### config.mk
export PLATFORM = sky130hd
export DESIGN_NAME = keyed_watchdog
export DESIGN_NICKNAME = d
export VERILOG_FILES = /design/src/rtl/wdt_pkg.sv /design/src/rtl/wdt_ctrl.sv /design/src/rtl/wdt_dpath.sv /design/src/rtl/keyed_watchdog.sv
export SDC_FILE = /design/constraint.sdc
export NUM_CORES = 1
export LEC_CHECK = 0
export ABC_AREA = 1
export BUFFER_PORTS_ARGS = -buffer_cell sky130_fd_sc_hd__buf_2
export CAP_MARGIN = 20
export CORE_MARGIN = 8
export CORE_UTILIZATION = 30
export CTS_BUF_LIST = sky130_fd_sc_hd__clkbuf_8
export DETAILED_ROUTE_END_ITERATION = 8
export HOLD_SLACK_MARGIN = 0.05
export PLACE_DENSITY = 0.54
export SLEW_MARGIN = 20
export SYNTH_ARGS = -nofsm -noshare
export SYNTH_HDL_FRONTEND = slang
export SYNTH_SLANG_ARGS = --single-unit
### constraint.sdc
create_clock -name clk -period 2.7 [get_ports clk]
set_input_delay 0.27 -clock clk [delete_from_list [all_inputs] [get_ports clk]]
set_output_delay 0.27 -clock clk [all_outputs]
set_load 0.01 [all_outputs]
### src/rtl/wdt_pkg.sv
package wdt_pkg;
  // Command byte values
  localparam logic [7:0] KEY_RUN  = 8'hA5;
  localparam logic [7:0] KEY_ARM  = 8'hDE;
  localparam logic [7:0] KEY_OFF  = 8'hAD;
  localparam logic [7:0] KEY_LOCK = 8'hFF;

  // Strobes from control to datapath
  typedef struct packed {
    logic reload;
    logic run;
  } wdtStrobe_t;
endpackage

### src/rtl/wdt_ctrl.sv
module wdt_ctrl
  import wdt_pkg::*;
#(
  parameter int INT_W   = 3,
  parameter int WIN     = 4,
  parameter int DEF_INT = 7
) (
  input  logic             clk,
  input  logic             rst_n,
  input  logic             wrEn,
  input  logic [7:0]       wrData,
  output wdtStrobe_t       strobe,
  output logic [INT_W-1:0] interval,
  output logic             lockState
);
  localparam int WIN_W = $clog2(WIN + 1);

  logic             active;
  logic [WIN_W-1:0] winCnt;
  logic isRun, isArm, isOff, isLock, isCfg;

  always_comb begin
    isRun  = wrEn && (wrData == KEY_RUN);
    isArm  = wrEn && (wrData == KEY_ARM);
    isOff  = wrEn && (wrData == KEY_OFF);
    isLock = wrEn && (wrData == KEY_LOCK);
    isCfg  = wrEn && !wrData[7];
  end

  always_ff @(posedge clk) begin
    if (!rst_n) begin
      active    <= 1'b1;
      lockState <= 1'b0;
      winCnt    <= '0;
      interval  <= INT_W'(DEF_INT);
    end else begin
      if (isRun)
        active <= 1'b1;
      else if (isOff && (winCnt != '0) && !lockState)
        active <= 1'b0;

      if (isLock)
        lockState <= 1'b1;

      // window counts the clocks left for the second key byte
      if (isArm)
        winCnt <= WIN_W'(WIN);
      else if (winCnt != '0)
        winCnt <= winCnt - 1'b1;

      if (isCfg)
        interval <= wrData[INT_W-1:0];
    end
  end

  assign strobe.reload = isRun;
  assign strobe.run    = active;
endmodule

### src/rtl/wdt_dpath.sv
module wdt_dpath
  import wdt_pkg::*;
#(
  parameter int INT_W     = 3,
  parameter int BASE_LOG4 = 3
) (
  input  logic             clk,
  input  logic             rst_n,
  input  logic             porRst_n,
  input  wdtStrobe_t       strobe,
  input  logic [INT_W-1:0] interval,
  output logic             rstReq,
  output logic             wdtFlag
);
  localparam int MAX_INT = (1 << INT_W) - 1;
  localparam int CNT_W   = 2 * (BASE_LOG4 + MAX_INT);

  logic [CNT_W-1:0] count;
  logic [CNT_W-1:0] lastVal;
  logic             fire;

  always_comb begin
    lastVal = {CNT_W{1'b1}} >> (CNT_W - 2 * (BASE_LOG4 + int'(interval)));
    fire    = strobe.run && !strobe.reload && (count >= lastVal);
  end

  always_ff @(posedge clk) begin
    if (!rst_n) begin
      count  <= '0;
      rstReq <= 1'b0;
    end else begin
      rstReq <= fire;
      if (strobe.reload || !strobe.run || fire)
        count <= '0;
      else
        count <= count + 1'b1;
    end
  end

  // flag only cleared by power-on reset
  always_ff @(posedge clk) begin
    if (!porRst_n)
      wdtFlag <= 1'b0;
    else if (rst_n && fire)
      wdtFlag <= 1'b1;
  end
endmodule

### src/rtl/keyed_watchdog.sv
module keyed_watchdog
  import wdt_pkg::*;
#(
  parameter int INT_W     = 3,
  parameter int WIN       = 4,
  parameter int DEF_INT   = 7,
  parameter int BASE_LOG4 = 3
) (
  input  logic       clk,
  input  logic       rst_n,
  input  logic       porRst_n,
  input  logic       wrEn,
  input  logic [7:0] wrData,
  output logic [7:0] rdData,
  output logic       rstReq,
  output logic       wdtFlag
);
  localparam int STATUS_BIT = 4;

  wdtStrobe_t       strobe;
  logic [INT_W-1:0] interval;
  logic             lockState;
  logic             sysRst_n;

  assign sysRst_n = rst_n & porRst_n;

  wdt_ctrl #(.INT_W(INT_W), .WIN(WIN), .DEF_INT(DEF_INT)) uCtrl (
    .clk(clk), .rst_n(sysRst_n), .wrEn(wrEn), .wrData(wrData),
    .strobe(strobe), .interval(interval), .lockState(lockState)
  );

  wdt_dpath #(.INT_W(INT_W), .BASE_LOG4(BASE_LOG4)) uDpath (
    .clk(clk), .rst_n(sysRst_n), .porRst_n(porRst_n), .strobe(strobe),
    .interval(interval), .rstReq(rstReq), .wdtFlag(wdtFlag)
  );

  always_comb begin
    rdData                = '0;
    rdData[STATUS_BIT]    = strobe.run;
    rdData[INT_W-1:0]     = interval;
  end
endmodule

# == Word-level counts from Yosys, hierarchy flattened ==
# Index checks and enable logic that the tools add are counted.
# word_totals
reg_bits,30
inputBits,12
word_cells,43
# op_classes
add_sub_neg,4
magnitude_cmp,1
eq_ne,4
shifts,1
mux,2
n_bitwise,2
n_reduce_logical,21
# op_table
cell,count
equality test 8 bit (second input constant),4
right shift 20 x 32 -> 20 bit (first input constant),1
subtractor 6 x 32 -> 32 bit (first input constant),1
adder 20 x 1 -> 20 bit (second input constant),1
>= comparator 20 bit,1
logical AND 1 bit,10
2-to-1 mux 3 bit,2
OR reduction 2 bit,3
adder 2 x 3 -> 4 bit (first input constant),1
zero test 1 bit,4
nonzero test 3 bit,1
subtractor 3 x 1 -> 3 bit (second input constant),1
logical OR 1 bit,2
nonzero test 2 bit,1
bitwise AND 1 bit,1
NOT 1 bit,1

# == Longest topological paths before layout ==
# Gate-level depths: netlist of run 1.
# depth
word_depth,7
mapped_depth,22
mapped_depth_nobuf,21

# == By module ==
# From an unflattened synthesis of run 1, not the netlist that was laid out.
# hier_totals
hier_cells,293
area_unflattened_um2,2072.0
# by_module_without_submodules
module,instances,cells_per_inst,area_per_inst_um2,seq_area_each_um2
wdt_dpath,1,217,1574.0,440.4
wdt_ctrl,1,69,456.7,160.2
keyed_watchdog,1,7,41.3,0.0

# == Least setup slack after synthesis of run 1 ==
# Ideal clock, no wire load.
# synth_path
kind,reg2reg
startpoint,register uCtrl.interval[0]
endpoint,register uDpath.count[0]
setup_ns,0.117
arrival_time_ns,2.894
required_time_ns,2.583
setup_slack_ns,-0.311
stages_incl_launch_ff,23
path_buffers,1
cell_sequence,dfxtp_1 inv_1 ha_1 nor2_1 inv_1 nand3_1 ha_1 inv_1 nand2_1 nor2_1 nand2_1 nor2_1 nand2_1 ha_1 nand2_1 nor2_1 nand2_1 nor2_1 nand2_1 nand4_1 nand2b_1 buf_2 nor2_1
# synth_via
elab_chain_cells,7
# synth_rtl
element,line_no,source
from (decl),wdt_ctrl.sv:13,"output logic [INT_W-1:0] interval,"
from (signal assigned),wdt_ctrl.sv:35,interval <= INT_W'(DEF_INT);
from (signal assigned),wdt_ctrl.sv:52,interval <= wrData[INT_W-1:0];
adder 2 x 3 -> 4 bit,wdt_dpath.sv:23,lastVal = {CNT_W{1'b1}} >> (CNT_W - 2 * (BASE_LOG4 + int'(interval)));
subtractor 6 x 32 -> 32 bit,wdt_dpath.sv:23,
right shift 20 x 32 -> 20 bit,wdt_dpath.sv:23,
>= comparator 20 bit,wdt_dpath.sv:24,fire = strobe.run && !strobe.reload && (count >= lastVal);
logical AND 1 bit,wdt_dpath.sv:24,
logical OR 1 bit,wdt_dpath.sv:33,if (strobe.reload || !strobe.run || fire)
OR reduction 2 bit (no source line),n/a,
to (signal assigned),wdt_dpath.sv:36,count <= count + 1'b1;
to (decl),wdt_dpath.sv:18,logic [CNT_W-1:0] count;
# No other way between the ends.
# A chain may end at the register's enable or synchronous reset.

# == Final worst setup path of run 1 ==
# layout_path
startpoint,register uCtrl.interval[0]
endpoint,register uDpath.wdtFlag
# layout_via
elab_chain_cells,6
# layout_rtl
element,line_no,source
adder 2 x 3 -> 4 bit,wdt_dpath.sv:23,
subtractor 6 x 32 -> 32 bit,wdt_dpath.sv:23,
right shift 20 x 32 -> 20 bit,wdt_dpath.sv:23,
>= comparator 20 bit,wdt_dpath.sv:24,
logical AND 1 bit,wdt_dpath.sv:24,
logical AND 1 bit,wdt_dpath.sv:44,else if (rst_n && fire)
to (signal assigned),wdt_dpath.sv:43,wdtFlag <= 1'b0;
to (signal assigned),wdt_dpath.sv:45,wdtFlag <= 1'b1;
to (decl),wdt_dpath.sv:13,output logic wdtFlag
# No other way between the ends.

==> flow_summary.html, run 1 <==
<table>
<tr><th>Metric</th><th>Value</th></tr>
<tr><th colspan="2">Power and ir drop</th></tr>
<tr><td>Static leakage</td><td>1.305 nW</td></tr>
<tr><td>Total net switching power</td><td>roughly 0.00033 W</td></tr>
<tr><td>Cell Int Power</td><td>0.0007597 W</td></tr>
<tr><td>Power density relative to cell area</td><td>381.4 nW/um2</td></tr>
<tr><td>Clock share of power</td><td>35.1%</td></tr>
<tr><td>Share of total power consumed by net switching</td><td>30.15%</td></tr>
<tr><td>Total design power</td><td>0.001088 W</td></tr>
<tr><td>VDD IR-drop max</td><td>0.1500 mV</td></tr>
<tr><td>Combinational power share</td><td>23.7%</td></tr>
<tr><td>Share of total power in sequential cells</td><td>41.2%</td></tr>
<tr><th colspan="2">Routing</th></tr>
<tr><td>Drt drc</td><td>0</td></tr>
<tr><td>Routed wire length</td><td>5051 um</td></tr>
<tr><td>Number of DRC violations after detailed-routing iteration 0</td><td>56</td></tr>
<tr><td>Via count</td><td>2002</td></tr>
<tr><td>Post-route ant nets</td><td>0</td></tr>
<tr><td>Via-to-Cell Ratio</td><td>4.499</td></tr>
<tr><td>Detailed-router iteration count before antenna repair</td><td>4</td></tr>
<tr><td>Avg WL per Cell</td><td>11.35 um</td></tr>
<tr><th colspan="2">Clock tree</th></tr>
<tr><td>CTS H-tree lvls</td><td>2</td></tr>
<tr><td>CTS sink cnt</td><td>30</td></tr>
<tr><td>Skew-Pair Late Insertion Delay</td><td>0.29 ns</td></tr>
<tr><td>Number of buffers created by CTS</td><td>5</td></tr>
<tr><td>TritonCTS clock tree</td><td>yes</td></tr>
<tr><td>Clock-pin slew reported for the worst setup and hold paths after clock tree synthesis</td><td>around 0.070 ns</td></tr>
<tr><td>Maximum buffer depth of the clock tree</td><td>2</td></tr>
<tr><td>Clock root buffer</td><td>clkbuf_8</td></tr>
<tr><td>Hold buffer count at cts</td><td>0</td></tr>
<tr><th colspan="2">Critical path</th></tr>
<tr><td>End of the worst register-to-register path</td><td>uDpath.wdtFlag$_SDFFE_PN0P_</td></tr>
<tr><td>Crit start category</td><td>flop</td></tr>
<tr><td>Worst r2r path cells</td><td>22</td></tr>
<tr><td>Start of the worst register-to-register path</td><td>uCtrl.interval[0]$_SDFFE_PN1P_</td></tr>
<tr><td>Crit Path Class</td><td>flop to flop</td></tr>
<tr><td>FF-to-FF setup slack</td><td>-0.21 ns</td></tr>
<tr><td>Largest fanout on the critical path</td><td>5</td></tr>
<tr><td>Worst path arrival time</td><td>3.13 ns</td></tr>
<tr><td>Endpoint required time on the critical path</td><td>a little under 3 ns</td></tr>
<tr><td>Crit. End Element</td><td>flop</td></tr>
<tr><th colspan="2">Logic synthesis</th></tr>
<tr><td>Async set-reset flop share out of synthesis</td><td>0%</td></tr>
<tr><td>Top cells by area in the synthesized netlist</td><td>dfxtp_1 28%, ha_1 15%, nand2_1 11%</td></tr>
<tr><td>Part of the Yosys area used for sequential elements</td><td>approximately 28%</td></tr>
<tr><td>Cell taking the most area after synthesis</td><td>dfxtp_1</td></tr>
<tr><td>Number of flops mapped to enable cells by yosys</td><td>0</td></tr>
<tr><td>Mean instance size in the synthesized netlist</td><td>7.035 um2</td></tr>
<tr><td>Flops &amp; latches, synth</td><td>30</td></tr>
<tr><td>Cells after synthesis</td><td>305</td></tr>
<tr><td>Area of the mapped netlist</td><td>2146 um2</td></tr>
<tr><td>Count of warnings emitted by yosys</td><td>0</td></tr>
<tr><td>Synth cell types</td><td>30</td></tr>
<tr><td>Most frequently used flop master after synthesis</td><td>dfxtp_1</td></tr>
<tr><td>Share of the synthesized area in the top cell type</td><td>between 20 and 30%</td></tr>
<tr><th colspan="2">Layout</th></tr>
<tr><td>Antenna cells</td><td>0</td></tr>
<tr><td>Syn-to-layout area delta</td><td>32.89%</td></tr>
<tr><td>Share of final-layout standard cells stronger than drive strength 1</td><td>32.08%</td></tr>
<tr><td>Fill cell total of the finished layout</td><td>746</td></tr>
<tr><td>Final Cell Area</td><td>between 2000 and 3000 um2</td></tr>
<tr><td>Total number of nets in the final design</td><td>382</td></tr>
<tr><td>Non-filler cells, final</td><td>445</td></tr>
<tr><th colspan="2">Floorplanning</th></tr>
<tr><td>Starting density of the core</td><td>between 30% and 40%</td></tr>
<tr><td>Die Footprint</td><td>10120 um2</td></tr>
<tr><td>Die boundary width</td><td>100.6 um</td></tr>
<tr><td>Overall die height</td><td>100.6 um</td></tr>
<tr><td>Num ports</td><td>22</td></tr>
<tr><td>Num rows</td><td>31</td></tr>
<tr><td>Core area</td><td>7098 um2</td></tr>
<tr><th colspan="2">Place</th></tr>
<tr><td>Sum of net half-perimeters after detailed placement</td><td>~3700 um</td></tr>
<tr><td>Count of port buffers added during placement</td><td>17</td></tr>
<tr><td>Total placed cells including tap cells</td><td>430</td></tr>
<tr><td>Worst setup slack before clock tree synthesis</td><td>-0.2690 ns</td></tr>
<tr><td>Last weighted congestion value of the routability-driven placer</td><td>around 0.77</td></tr>
<tr><td>Instance area at placement</td><td>2469 um2</td></tr>
<tr><th colspan="2">Global routing</th></tr>
<tr><td>Maximum number of pins on one net before global-route repair</td><td>10</td></tr>
<tr><td>Residual overflow from global routing</td><td>0</td></tr>
<tr><td>Global-route wire length before repair</td><td>just under 9000 um</td></tr>
<tr><td>Via count of the first global-routing pass</td><td>2080</td></tr>
<tr><td>Number of antenna violations at the first check in global routing</td><td>0</td></tr>
<tr><td>Global Route Usage Sum</td><td>10.83%</td></tr>
<tr><th colspan="2">Timing</th></tr>
<tr><td>Max-slew violation total from the final report</td><td>0</td></tr>
<tr><td>Measured slew at the worst slew-check pin</td><td>1.035 ns</td></tr>
<tr><td>Max frequency</td><td>344.0 MHz</td></tr>
<tr><td>Total negative slack for setup checks</td><td>-3.581 ns</td></tr>
<tr><td>Final Cycle Share</td><td>107.7%</td></tr>
<tr><td>Post-layout worst setup margin</td><td>-0.2068 ns</td></tr>
<tr><td>Minimum clock period</td><td>2.907 ns</td></tr>
<tr><td>Worst clock skew on the final layout</td><td>0.008455 ns</td></tr>
<tr><td>Setup Viol. Count Final</td><td>22</td></tr>
<tr><td>Unrepaired setup endpoints after global routing</td><td>yes</td></tr>
<tr><td>Number of hold violations in the final report</td><td>0</td></tr>
<tr><td>Worst slew margin</td><td>30.76%</td></tr>
<tr><th colspan="2">Worst hold path</th></tr>
<tr><td>Hold worst-path end</td><td>uDpath.wdtFlag$_SDFFE_PN0P_</td></tr>
<tr><td>Path category of the worst min-delay check</td><td>input pin to flop</td></tr>
<tr><td>Worst Hold Depth</td><td>3</td></tr>
<tr><td>Hold path start</td><td>porRst_n</td></tr>
<tr><th colspan="2">Job</th></tr>
<tr><td># Max-Cap Violations</td><td>0</td></tr>
<tr><th colspan="2">Outcome</th></tr>
<tr><td>Run status</td><td>finished, violations left</td></tr>
<tr><td>Violations in the final reports</td><td>negative setup slack</td></tr>
</table>
critical path: stages (launching register included):
cell,delay (ns)
dfxtp_4,0.36
inv_4,0.04
ha_4,0.27
nor2_4,0.03
inv_2,0.06
nand3_4,0.08
ha_4,0.16
inv_4,0.05
nand2_4,0.06
nor2_4,0.10
nand2_2,0.08
nor2_4,0.13
o21ai_2,0.09
ha_1,0.29
nand2_1,0.06
nor2_1,0.13
nand2_1,0.08
nor2_1,0.10
nand2_1,0.05
nand4_1,0.23
buf_4,0.17
nand2_4,0.05
a21oi_2,0.15
worst max path at each step:
stage                     depth (start not counted)                     endpoint  slack [ns]                      startpoint
after floorplan                                  22   uDpath.count[6]$_SDFF_PP0_       -0.01  uCtrl.interval[0]$_SDFFE_PN1P_
after global placement                           21   uDpath.count[0]$_SDFF_PP0_       -0.22  uCtrl.interval[0]$_SDFFE_PN1P_
after detailed placement                         21  uDpath.count[12]$_SDFF_PP0_       -0.27  uCtrl.interval[0]$_SDFFE_PN1P_
after CTS                                        22  uDpath.wdtFlag$_SDFFE_PN0P_       -0.17  uCtrl.interval[0]$_SDFFE_PN1P_
after global routing                             19  uDpath.count[17]$_SDFF_PP0_       -0.39  uCtrl.interval[0]$_SDFFE_PN1P_
final                                            22  uDpath.wdtFlag$_SDFFE_PN0P_       -0.21  uCtrl.interval[0]$_SDFFE_PN1P_
per-stage QoR:
stage	utilization (%)	hold slack, ns
floorplan	-	0.3792
global route	40.17	0.2388
global placement	34.78	0.4307
finish	40.17	0.2305
detailed placement	34.78	0.4401
CTS	39.17	0.2168
power by group through the flow:
stage	Combinational [W]	Clock [W]	Sequential [W]
2_1_floorplan	0.000127	0	0.000458
3_3_place_gp	0.000178	0	0.000458
3_5_place_dp	0.000183	0	0.000458
4_1_cts	0.000243	0.000398	0.000448
5_1_grt	0.000294	0.000411	0.000449
6_report	0.000258	0.000381	0.000448
layer usage:
layer	track usage, %	part of all wire (%)	up-vias
met1	12.06	45	914
li1	-	-	1044
met4	3.372	1.8	0
met5	0	0	-
met2	19.85	49	34
met3	2.417	4.1	10
registers in the layout, indices dropped and copies added, names as in the netlist:
name / flops
uDpath.rstReq: 1
uCtrl.lockState: 1
uDpath.count: 20
uCtrl.winCnt: 3
uDpath.wdtFlag: 1
uCtrl.interval: 3
uCtrl.active: 1
synth_stat cells, types with 2 or more instances:
| library cell | instances |
|---|---|
| buf_2 | 2 |
| nand3_1 | 18 |
| nor2_1 | 43 |
| nor3_1 | 3 |
| inv_1 | 48 |
| xor2_1 | 14 |
| nor4_1 | 2 |
| a21oi_1 | 12 |
| ha_1 | 25 |
| nand2_1 | 63 |
| xnor2_1 | 4 |
| buf_4 | 6 |
| dfxtp_1 | 30 |
| nor2_2 | 6 |
| o21ai_0 | 5 |
| o211ai_1 | 4 |
| or2_2 | 3 |
| nand4_1 | 3 |
| o21bai_1 | 2 |
| nand2_2 | 2 |
logic make-up (layout without fill, tap and decap cells):
family / after synthesis / count (layout) / share of synthesized area (%)
AOI/OAI and AO/OA: 25 / 25 / 6.706
DFF: 30 / 30 / 27.99
adders and majority gates: 25 / 25 / 14.58
buffers and inverters: 56 / 91 / 10.96
other: 1 / 4 / 0.1748
xor gates and xnor gates: 18 / 18 / 7.347
and+or+nand+nor: 150 / 153 / 32.25
layout make-up:
cell class	count	area, um2	share of cell area [%]
clock buffer	6	82.58	2.896
clock inverter	2	8.758	0.3072
inverter	48	185.2	6.494
multi-input combinational	225	1622	56.87
sequential	30	605.6	21.24
tap	99	123.9	4.344
timing repair buffer	35	224.0	7.854
layout by cell type (no fill, tap or decap), drive strengths merged, types with 2 or more instances in the layout:
cell type / instances
dfxtp: 30
o21bai: 2
or2: 3
buf: 35
nor4: 2
nand2b: 4
ha: 25
nand4: 4
clkbuf: 6
xnor2: 4
o211ai: 4
xor2: 14
conb: 4
inv: 49
nor3: 5
nand3: 19
nor2: 49
a21oi: 12
o21ai: 5
nand2: 65
timing repair:
| item | in CTS | in global routing |
|---|---|---|
| gates resized for setup | 36 | 19 |
| pin swaps | 16 | 15 |
| setup endpoints to repair | 22 | 22 |
| setup buffers | 3 | 1 |
| gates cloned | 3 | 0 |
Note: power is estimated with default switching activity, not from simulation.
==> inputs of run 2 (changes only) <==
PLACE_DENSITY = 0.52   (was 0.54)
clock period = 3.5 ns   (was 2.7 ns; I/O delays follow)
==> run 2 against run 1 <==
Net effect:
- die area stayed put
- core utilization is 5.3 points lower
- global-route usage is 1.2 points lower
- clock skew is 0.00058 ns lower
- the run now ends clean
- critical path type unchanged
==> flow_summary.html, run 2 (synthesis results as in run 1) <==
<table>
<tr><th>Metric</th><th>Value</th></tr>
<tr><th colspan="2">Outcome</th></tr>
<tr><td>Run status</td><td>finished clean</td></tr>
<tr><th colspan="2">Worst hold path</th></tr>
<tr><td>Hold worst-path end</td><td>uDpath.wdtFlag$_SDFFE_PN0P_</td></tr>
<tr><td>Path category of the worst min-delay check</td><td>input pin to flop</td></tr>
<tr><td>Worst Hold Depth</td><td>3</td></tr>
<tr><td>Hold path start</td><td>porRst_n</td></tr>
<tr><th colspan="2">Timing</th></tr>
<tr><td>Max-slew violation total from the final report</td><td>0</td></tr>
<tr><td>Number of hold violations in the final report</td><td>0</td></tr>
<tr><td>Worst clock skew on the final layout</td><td>0.007876 ns</td></tr>
<tr><td>Total negative slack for setup checks</td><td>0 ns</td></tr>
<tr><td>Setup Viol. Count Final</td><td>0</td></tr>
<tr><td>Minimum clock period</td><td>3.182 ns</td></tr>
<tr><td>Final Cycle Share</td><td>approximately nine tenths</td></tr>
<tr><td>Unrepaired setup endpoints after global routing</td><td>no</td></tr>
<tr><td>Max frequency</td><td>314.3 MHz</td></tr>
<tr><th colspan="2">Place</th></tr>
<tr><td>Instance area at placement</td><td>about 2300 um2</td></tr>
<tr><td>Sum of net half-perimeters after detailed placement</td><td>3687 um</td></tr>
<tr><td>Count of port buffers added during placement</td><td>17</td></tr>
<tr><td>Last weighted congestion value of the routability-driven placer</td><td>0.7826</td></tr>
<tr><td>Total placed cells including tap cells</td><td>between 400 and 500</td></tr>
<tr><th colspan="2">Critical path</th></tr>
<tr><td>Endpoint required time on the critical path</td><td>3.67 ns</td></tr>
<tr><td>Start of the worst register-to-register path</td><td>uCtrl.interval[0]$_SDFFE_PN1P_</td></tr>
<tr><td>Largest fanout on the critical path</td><td>20</td></tr>
<tr><td>Crit. End Element</td><td>flop</td></tr>
<tr><td>End of the worst register-to-register path</td><td>uDpath.count[14]$_SDFF_PP0_</td></tr>
<tr><td>Worst r2r path cells</td><td>20</td></tr>
<tr><td>Crit start category</td><td>flop</td></tr>
<tr><td>FF-to-FF setup slack</td><td>0.32 ns</td></tr>
<tr><td>Crit Path Class</td><td>flop to flop</td></tr>
<tr><td>Worst path arrival time</td><td>between 3 and 4 ns</td></tr>
<tr><th colspan="2">Global routing</th></tr>
<tr><td>Via count of the first global-routing pass</td><td>1717</td></tr>
<tr><td>Global Route Usage Sum</td><td>under 10%</td></tr>
<tr><td>Global-route wire length before repair</td><td>approximately 7800 um</td></tr>
<tr><td>Maximum number of pins on one net before global-route repair</td><td>21</td></tr>
<tr><td>Number of antenna violations at the first check in global routing</td><td>0</td></tr>
<tr><td>Residual overflow from global routing</td><td>0</td></tr>
<tr><th colspan="2">Floorplanning</th></tr>
<tr><td>Die Footprint</td><td>10120 um2</td></tr>
<tr><td>Core area</td><td>7098 um2</td></tr>
<tr><td>Overall die height</td><td>between 100 and 150 um</td></tr>
<tr><td>Num rows</td><td>31</td></tr>
<tr><td>Die boundary width</td><td>100.6 um</td></tr>
<tr><td>Num ports</td><td>22</td></tr>
<tr><td>Starting density of the core</td><td>a little under a third</td></tr>
<tr><th colspan="2">Layout</th></tr>
<tr><td>Antenna cells</td><td>0</td></tr>
<tr><td>Flip-flop count of the largest register after layout</td><td>20</td></tr>
<tr><td>Largest register by flop count</td><td>uDpath.count</td></tr>
<tr><td>Non-filler cells, final</td><td>between 400 and 500</td></tr>
<tr><td>Largest registers</td><td>uDpath.count (20), uCtrl.interval (3), uCtrl.winCnt (3)</td></tr>
<tr><td>Most common cell after layout, fill and taps aside</td><td>nand2_1</td></tr>
<tr><td>Leading cell types in the layout, fill and taps excluded</td><td>62 x nand2_1, 48 x inv_1, 40 x nor2_1</td></tr>
<tr><td>Total number of nets in the final design</td><td>363</td></tr>
<tr><td>Final Cell Area</td><td>2475 um2</td></tr>
<tr><td>Final Util</td><td>a little over a third</td></tr>
<tr><td>Share of final-layout standard cells stronger than drive strength 1</td><td>15.29%</td></tr>
<tr><td>Fill cell total of the finished layout</td><td>793</td></tr>
<tr><td>Syn-to-layout area delta</td><td>15.34%</td></tr>
<tr><td>Multi-input combinational cell area</td><td>between 1000 and 1500 um2</td></tr>
<tr><td>Total area of sequential cells</td><td>600.6 um2</td></tr>
<tr><th colspan="2">Routing</th></tr>
<tr><td>Avg WL per Cell</td><td>10.62 um</td></tr>
<tr><td>Number of DRC violations after detailed-routing iteration 0</td><td>44</td></tr>
<tr><td>Post-route ant nets</td><td>0</td></tr>
<tr><td>Via count</td><td>~1900</td></tr>
<tr><td>Detailed-router iteration count before antenna repair</td><td>4</td></tr>
<tr><td>Drt drc</td><td>0</td></tr>
<tr><td>Routed wire length</td><td>4524 um</td></tr>
<tr><td>Via-to-Cell Ratio</td><td>between 4 and 5</td></tr>
<tr><th colspan="2">Clock tree</th></tr>
<tr><td>Clock-pin slew reported for the worst setup and hold paths after clock tree synthesis</td><td>0.07 ns</td></tr>
<tr><td>Maximum buffer depth of the clock tree</td><td>2</td></tr>
<tr><td>Setup Buffers After CTS</td><td>0</td></tr>
<tr><td>Skew-Pair Late Insertion Delay</td><td>between 0.2 and 0.3 ns</td></tr>
<tr><td>TritonCTS clock tree</td><td>yes</td></tr>
<tr><td>Clock root buffer</td><td>clkbuf_8</td></tr>
<tr><td>CTS sink cnt</td><td>30</td></tr>
<tr><td>Number of buffers created by CTS</td><td>5</td></tr>
<tr><td>CTS H-tree lvls</td><td>2</td></tr>
<tr><th colspan="2">Power and ir drop</th></tr>
<tr><td>Static leakage</td><td>about 1.2 nW</td></tr>
<tr><td>VDD IR-drop max</td><td>0.1593 mV</td></tr>
<tr><td>Power density relative to cell area</td><td>310.0 nW/um2</td></tr>
<tr><th colspan="2">Job</th></tr>
<tr><td># Max-Cap Violations</td><td>0</td></tr>
</table>
[run 2: timing repair]
| item | CTS | global route |
|---|---|---|
| endpoints found under the setup margin | 0 | 20 |
| hold buffers | 0 | 0 |
| gates resized for setup | 0 | 11 |
[run 2: worst max-delay path, cell delays in order, from the launching register on]
cell and delay, ns:
dfxtp_1 0.38, inv_2 0.10, ha_4 0.28, nor2_1 0.03
inv_1 0.11, nand3_2 0.12, ha_4 0.17, inv_1 0.06
nand2_1 0.11, nor3_1 0.18, o211ai_1 0.16, ha_1 0.33
nand2_1 0.06, nor2_1 0.23, nand2_1 0.13, nor2_1 0.10
nand2_1 0.06, nand4_1 0.09, nand2b_1 0.15, buf_12 0.17
nor2_1 0.05
[run 2: metal layers]
metal	vias to the layer above	track usage [%]	part of all wire [%]
met1	826	12.00	50
met3	9	2.348	3.0
li1	996	-	-
met2	26	15.23	45
met4	0	4.767	2.8
met5	-	0	0
[run 2: how the worst max path moves through the flow]
stage / to / cells past startpoint / from
6_report: uDpath.count[14]$_SDFF_PP0_ / 20 / uCtrl.interval[0]$_SDFFE_PN1P_
5_1_grt: uDpath.count[14]$_SDFF_PP0_ / 22 / uCtrl.interval[0]$_SDFFE_PN1P_
4_1_cts: uDpath.count[14]$_SDFF_PP0_ / 22 / uCtrl.interval[0]$_SDFFE_PN1P_
3_5_place_dp: uDpath.count[1]$_SDFF_PP0_ / 22 / uCtrl.interval[0]$_SDFFE_PN1P_
3_3_place_gp: uDpath.count[6]$_SDFF_PP0_ / 22 / uCtrl.interval[0]$_SDFFE_PN1P_
2_1_floorplan: uDpath.count[0]$_SDFF_PP0_ / 22 / uCtrl.interval[0]$_SDFFE_PN1P_
[run 2: where the power goes]
group / leakage (nW) / internal [W] / switching (W)
clock network: 0.0524 / 0.000156 / 0.000134
logic: 0.908 / 0.0000497 / 0.0000807
registers: 0.242 / 0.000344 / 0.00000302
[run 2: per-stage QoR]
step | worst slack, ns | power [W] | hold WS, ns
floorplan | 0.4891 | 0.0004427 | 0.4297
CTS | 0.1236 | 0.0007698 | 0.2775
global placement | 0.1916 | 0.0004735 | 0.4315
detailed placement | 0.1653 | 0.0004754 | 0.4340
global route | 0.01480 | 0.0008202 | 0.2824
finish | 0.3184 | 0.0007672 | 0.2858
[run 2: cell type report]
cell class	count	area share (%)
Clock buffer	6	3.337
Inverter	48	7.280
Sequential cell	30	24.27
Multi-Input combinational cell	222	55.21
Timing Repair Buffer	19	4.550
Tap cell	99	5.005
Clock inverter	2	0.3539
